`src/rtl/snp_pkg.sv`:
```
package snp_pkg;

    // Tracking states of the dummy-byte inserter
    typedef enum logic [2:0] {
        SNP_OFF    = 3'd0,
        SNP_ARMED  = 3'd1,
        SNP_TRACK  = 3'd2,
        SNP_EMIT   = 3'd3,
        SNP_FINISH = 3'd4
    } snp_state_e;

    // Dummy bytes per dummy unit
    localparam int unsigned SNP_UNIT_BYTES = 8;

    // Address bytes without and with extended addressing
    localparam int unsigned SNP_ADDR_NARROW = 3;
    localparam int unsigned SNP_ADDR_WIDE   = 4;

endpackage

```
`src/rtl/snp_opcode_lut.sv`:
```
module snp_opcode_lut #(
    parameter int unsigned UNIT_W = 3
) (
    input  logic [7:0]        opcode,
    output logic [UNIT_W-1:0] units
);

    // fixed opcode to dummy-unit table; zero means no insertion
    always_comb begin
        case (opcode)
            8'h0B, 8'h3B, 8'h6B, 8'h3C, 8'h6C: units = UNIT_W'(1);
            8'hBB, 8'h0C, 8'hBC:               units = UNIT_W'(2);
            8'hEB, 8'hEC:                      units = UNIT_W'(4);
            default:                           units = '0;
        endcase
    end

endmodule

```
`src/rtl/snp_dummy_emitter.sv`:
```
module snp_dummy_emitter #(
    parameter int unsigned CNT_W   = 6,
    parameter int unsigned MAX_CNT = 32
) (
    input  logic             clk,
    input  logic             rst_n,
    input  logic             load,
    input  logic [CNT_W-1:0] load_count,
    input  logic [7:0]       fill,
    input  logic             abort,
    input  logic             dummy_ready,
    output logic             dummy_valid,
    output logic [7:0]       dummy_data,
    output logic             done
);

    typedef struct packed {
        logic [CNT_W-1:0] count;
        logic [7:0]       fill;
    } emit_t;

    emit_t em_d, em_q;

    always_comb begin
        em_d = em_q;
        if (abort) begin
            em_d.count = '0;
        end else if (load) begin
            em_d.count = load_count;
            em_d.fill  = fill;
        end else if (em_q.count != '0 && dummy_ready) begin
            em_d.count = em_q.count - CNT_W'(1);
        end
    end

    always_ff @(posedge clk or negedge rst_n) begin
        if (!rst_n) begin
            em_q <= '0;
        end else begin
            em_q <= em_d;
        end
    end

    assign dummy_valid = (em_q.count != '0);
    assign dummy_data  = em_q.fill;
    assign done        = dummy_valid && dummy_ready && (em_q.count == CNT_W'(1));

    // an offered dummy byte is held until taken
    a_r9_dummy_hold: assert property (@(posedge clk) disable iff (!rst_n)
        (dummy_valid && !dummy_ready && !abort) |=> (dummy_valid && $stable(dummy_data)));

    // the pending count never exceeds the largest table entry
    a_r5_count_bound: assert property (@(posedge clk) disable iff (!rst_n)
        em_q.count <= CNT_W'(MAX_CNT));

endmodule

```
`src/rtl/snp_dummy_snooper.sv`:
```
module snp_dummy_snooper #(
    parameter int unsigned SIZE_W    = 3,
    parameter int unsigned UNIT_W    = 3,
    parameter int unsigned MAX_UNITS = 4
) (
    input  logic              clk,
    input  logic              rst_n,
    input  logic              user_mode,
    input  logic              cs_active,
    input  logic              addr4,
    input  logic [7:0]        fill_byte,
    input  logic              wr_valid,
    output logic              wr_ready,
    input  logic [7:0]        wr_opcode,
    input  logic [SIZE_W-1:0] wr_size,
    output logic              wr_suppress,
    output logic              dummy_valid,
    input  logic              dummy_ready,
    output logic [7:0]        dummy_data
);
    import snp_pkg::*;

    localparam int unsigned UNIT_SH = $clog2(SNP_UNIT_BYTES);
    localparam int unsigned CNT_W   = UNIT_W + UNIT_SH;
    localparam int unsigned MAX_CNT = MAX_UNITS * SNP_UNIT_BYTES;
    localparam int unsigned IDX_W   = $clog2(SNP_ADDR_WIDE + 1 + (1 << SIZE_W));

    typedef struct packed {
        snp_state_e       state;
        logic [IDX_W-1:0] idx;
        logic [CNT_W-1:0] pend;
        logic             cs;
    } trk_t;

    trk_t trk_d, trk_q;

    logic [UNIT_W-1:0] units;
    logic              em_load;
    logic              em_abort;
    logic              em_done;
    logic              cs_rise;
    logic              cs_fall;
    logic [IDX_W-1:0]  phase_at;

    snp_opcode_lut #(.UNIT_W(UNIT_W)) u_lut (
        .opcode (wr_opcode),
        .units  (units)
    );

    assign cs_rise  = cs_active && !trk_q.cs;
    assign cs_fall  = !cs_active && trk_q.cs;
    assign em_abort = cs_fall || !user_mode;
    assign phase_at = addr4 ? IDX_W'(SNP_ADDR_WIDE + 1) : IDX_W'(SNP_ADDR_NARROW + 1);

    always_comb begin
        trk_d       = trk_q;
        trk_d.cs    = cs_active;
        em_load     = 1'b0;
        wr_ready    = 1'b1;
        wr_suppress = 1'b0;

        case (trk_q.state)
            SNP_ARMED: begin
                if (wr_valid) begin
                    if (units == '0) begin
                        trk_d.state = SNP_OFF;
                    end else begin
                        trk_d.state = SNP_TRACK;
                        trk_d.pend  = {units, {UNIT_SH{1'b0}}};
                        trk_d.idx   = IDX_W'(wr_size);
                    end
                end
            end
            SNP_TRACK: begin
                if (wr_valid) begin
                    if (trk_q.idx >= phase_at) begin
                        wr_ready    = 1'b0;
                        em_load     = 1'b1;
                        trk_d.state = SNP_EMIT;
                    end else begin
                        trk_d.idx = trk_q.idx + IDX_W'(wr_size);
                    end
                end
            end
            SNP_EMIT: begin
                wr_ready = 1'b0;
                if (em_done) begin
                    trk_d.state = SNP_FINISH;
                end
            end
            SNP_FINISH: begin
                if (wr_valid) begin
                    wr_suppress = 1'b1;
                    trk_d.state = SNP_OFF;
                end
            end
            default: ;
        endcase

        // chip select edges and mode take priority over tracking
        if (em_abort) begin
            trk_d.state = SNP_OFF;
        end else if (cs_rise) begin
            trk_d.state = SNP_ARMED;
            trk_d.idx   = '0;
        end
    end

    always_ff @(posedge clk or negedge rst_n) begin
        if (!rst_n) begin
            trk_q <= '{state: SNP_OFF, idx: '0, pend: '0, cs: 1'b0};
        end else begin
            trk_q <= trk_d;
        end
    end

    snp_dummy_emitter #(.CNT_W(CNT_W), .MAX_CNT(MAX_CNT)) u_emit (
        .clk         (clk),
        .rst_n       (rst_n),
        .load        (em_load && !em_abort),
        .load_count  (trk_q.pend),
        .fill        (fill_byte),
        .abort       (em_abort),
        .dummy_ready (dummy_ready),
        .dummy_valid (dummy_valid),
        .dummy_data  (dummy_data),
        .done        (em_done)
    );

    // no write completes while a dummy byte is outstanding
    a_r9_ready_blocked: assert property (@(posedge clk) disable iff (!rst_n)
        dummy_valid |-> !wr_ready);

    // a swallowed write is always a completed handshake
    a_r8_suppress_handshake: assert property (@(posedge clk) disable iff (!rst_n)
        wr_suppress |-> (wr_valid && wr_ready));

    // dropping chip select silences the dummy output
    a_r2_cs_fall_quiet: assert property (@(posedge clk) disable iff (!rst_n)
        (!cs_active && trk_q.cs) |=> !dummy_valid);

    // outside software-driven mode no dummy byte is offered
    a_r10_mode_quiet: assert property (@(posedge clk) disable iff (!rst_n)
        !user_mode |=> !dummy_valid);

    // an opcode with no dummy units never starts insertion
    a_r4_zero_off: assert property (@(posedge clk) disable iff (!rst_n)
        (trk_q.state == SNP_ARMED && wr_valid && units == '0) |=> !dummy_valid);

endmodule

```
`config.mk`:
```
export PLATFORM = sky130hd
export DESIGN_NAME = snp_dummy_snooper
export DESIGN_NICKNAME = d
export VERILOG_FILES = /design/src/rtl/snp_pkg.sv /design/src/rtl/snp_opcode_lut.sv /design/src/rtl/snp_dummy_emitter.sv /design/src/rtl/snp_dummy_snooper.sv
export SDC_FILE = /design/constraint.sdc
export NUM_CORES = 1
export LEC_CHECK = 0
export BUFFER_PORTS_ARGS = -buffer_cell sky130_fd_sc_hd__buf_2
export CORE_AREA = 3 3 64 66
export DETAILED_ROUTE_END_ITERATION = 6
export DIE_AREA = 0 0 67 69
export GPL_ROUTABILITY_DRIVEN = 0
export GPL_TIMING_DRIVEN = 0
export PLACE_DENSITY = 0.73
export SYNTH_ARGS = -nofsm -noshare
export SYNTH_HDL_FRONTEND = slang
export SYNTH_HIERARCHICAL = 1
export SYNTH_SLANG_ARGS = --single-unit
export TNS_END_PERCENT = 5
```
`constraint.sdc`:
```
create_clock -name clk -period 2.57 [get_ports clk]
set_input_delay 0.6425 -clock clk [delete_from_list [all_inputs] [get_ports clk]]
set_output_delay 0.6425 -clock clk [all_outputs]
set_load 0.02 [all_outputs]
```
==> impl_metrics.ini <==
[global_route]
grt_use_total_pct = 16.7
gr-total-overflow = 0
grt_pass1_wl_um = 6300
grt_pass1_vias = 1460
antenna_found_initial = 0
pin_count_of_the_biggest_net_entering_global_routing = 26

[final_layout]
multi_input_comb_area_um2 = 1040
finish.utilization_pct = 59.0
post_route_cells_drive_above_1_share_pct = 35.7
antennaDiodeCount = 0
seq_area_um2 = 627
layoutNonFillerInstCount = 278
areaGrowthSynthToFinish_pct = 19.6
layout.filler_cells = 318
final_net_count = 265

[logic_synthesis]
post_synth_main_area_contributors = sky130_fd_sc_hd__dfrtp_1 (35%), sky130_fd_sc_hd__mux2_2 (6.9%), sky130_fd_sc_hd__ha_1 (4.9%)
post_synth_most_frequent_cells = sky130_fd_sc_hd__dfrtp_1 (25), sky130_fd_sc_hd__inv_1 (14), sky130_fd_sc_hd__mux2_2 (11), sky130_fd_sc_hd__nor2_1 (9)
postSynthRegisterBits = 25
ys.flop_type = sky130_fd_sc_hd__dfrtp_1
netlist_area_um2 = 1790
ys.warnings.count = 6
asyncSetResetFlopFracSynth_pct = 100
count_of_flip_flops_with_a_built_in_enable_after_synthesis = 0
yosys.area.top_type = sky130_fd_sc_hd__dfrtp_1
synthesis.instances = 185
seq_area_frac_synth_pct = 34.9
synth.most_common_cell = sky130_fd_sc_hd__dfrtp_1
synth.lib_cells_used.distinct = 56
syn_avg_cell_area_um2 = 9.68
synth_top_area_share_pct = 34.9

[place]
place_hpwl_um = 2690
dp_slack_ns = -0.144
buffer_ports.inserted = 36
dp_cells = 271

[pwr]
power.net_switching_mw = 0.422
share_seq_of_total_power_pct = 36.7
ir_drop_worst_case_vdd_mv = 0.255
combinationalPowerShare_pct = 44.1
power_report.internal_total_mw = 0.830
power.clock.fraction_pct = 19.3
p_sw_share_pct = 33.7
power_density_nw_per_um2 = 584
cellLeakagePower_nw = 1.04

[timing]
final-max-slew-violation-count = 0
final_period_minus_worst_setup_slack_ns = 2.54
maximum_clock_frequency_mhz = 394
tightest_slew_ns = 0.560
maxSlewHeadroom_pct = 62.7
final.setup_skew_ns = 0.00648
setup_ws_ns = 0.0306
hold-worst-slack_ns = 0.352
hold_viol_final = 0
grt_setup_unrepaired = yes
setup_viol = 0
setup-tns-final_ns = 0
post-route-period-util_pct = 98.8

[routing]
remaining_drc_errors = 0
post_dr_vias_cell = 5.45
detail_route.wirelength_um = 3600
drt_iter0_markers = 93
routedWlPerCell_um = 12.9
antenna_violating_nets_post_route = 0
dr.pass1.iters = 4
routed-via-count = 1515

[clocking]
numCtsBuffers = 3
cts-root-to-sink-buffers = 2
htree_levels = 1
clock_latency_ns = 0.27
cts_tree = yes
clock-root-buffer = sky130_fd_sc_hd__clkbuf_8
cts_sinks = 25
cts_hold_buffers = 0
path_clk_slew_ns = 0.09

[critical_path]
rr_worst_depth = 7
critical_path.startpoint_type = flip-flop
critPathLaunch = u_emit/em_q[8]
crit_arrival_ns = 1.90
worstSetupPathType = reg2out
worstReg2RegStart = u_emit/em_q[10]
worstPathMaxFanout = 2
worstSetupEndpointType = output pin
cp.required_ns = 1.93
reg2reg_setup_slack_ns = 0.26

[job]
max_cap_viols = 0

[floorplan]
fp.dieW_um = 67
design.core.area_um2 = 3630
initial_cell_density_of_the_core_pct = 49.3
rows = 22
dieArea_um2 = 4620
io_pins = 37
floorplan.die.height_um = 69

[run_status]
outcome = finished clean

[min_path]
timing.hold.worst.class = in2async
## final cells by class
type	count	share of cell area [%]
tap	48	2.80
inverter	14	2.45
buffer	16	4.90
multi-input combinational	132	48.6
sequential	25	29.2
clock inverter	1	0.350
clock buffer	3	1.93
timing repair buffer	39	9.75
## cell families (layout without fill, tap and decap cells)
kind of cell / after synthesis / in the layout / synth area share (%)
buffers and inverters: 30 / 73 / 8.31
other: 1 / 3 / 0.209
adders and majority gates: 9 / 9 / 6.56
xor gates and xnor gates: 3 / 3 / 1.47
muxes: 17 / 17 / 10.3
AOI/OAI and AO/OA: 40 / 40 / 15.1
and+or+nand+nor: 60 / 60 / 23.1
DFF: 25 / 25 / 34.9
## cell usage in the layout, fill, tap and decap left out, drive strengths merged, types with 7 or more instances in the layout
cell    Yosys  layout
ha          7       7
a21oi       7       7
inv        14      14
mux2       12      12
nor2        9       9
dfrtp      25      25
o21ai       9       9
buf        12      51
clkbuf      4       7
## layer usage
| metal | GRT usage (%) | wire, um | vias up | part of all wire [%] |
|---|---|---|---|---|
| li1 | - | - | 757 | - |
| met1 | 22.8 | 1680 | 719 | 47 |
| met2 | 26.7 | 1740 | 35 | 48 |
| met3 | 3.09 | 152 | 4 | 4.2 |
| met4 | 4.28 | 23 | 0 | 0.64 |
| met5 | 0 | 0 | - | 0 |
## stage by stage
step / area, um2 / power [mW]
floorplan: 1800 / 0.764
detailed placement: 2040 / 0.879
global route: 2140 / 1.33
CTS: 2130 / 1.25
global placement: 2040 / 0.869
finish: 2140 / 1.25
## worst max-delay path, cell delays in order, from the launching register on
cell and delay, ns:
sky130_fd_sc_hd__dfrtp_2 0.42, sky130_fd_sc_hd__inv_2 0.09, sky130_fd_sc_hd__ha_4 0.13, sky130_fd_sc_hd__or4b_4 0.45
sky130_fd_sc_hd__buf_6 0.13, sky130_fd_sc_hd__or2_2 0.27, sky130_fd_sc_hd__buf_6 0.13
## power by group through the flow
stage / registers (mW) / clock network [mW] / logic [mW]
3_5_place_dp: 0.472 / 0 / 0.408
3_3_place_gp: 0.469 / 0 / 0.400
6_report: 0.459 / 0.241 / 0.552
2_1_floorplan: 0.461 / 0 / 0.303
4_1_cts: 0.458 / 0.255 / 0.532
5_1_grt: 0.466 / 0.262 / 0.605
## flip-flops by register name (all words and copies together) (netlist names)
signal             cells
u_emit/em_q            6
trk_q                 11
u_emit/dummy_data      8
## repair_timing
action | in CTS | in global routing
endpoints found under the setup margin | 1 | 12
setup buffers | 3 | 0
pin swaps | 0 | 1
gates resized for setup | 9 | 6
endpoints found under the hold margin | 0 | 0
cloned | 0 | 0
## path summary, 6_finish.rpt
check / endpoint
max: dummy_valid
min: trk_q[4]
max reg2reg: trk_q[12]
min reg2reg: u_emit/dummy_data[0]
max in group asynchronous: u_emit/em_q[8]
min in group clk: u_emit/dummy_data[0]
(Power assumes the default switching activity.)
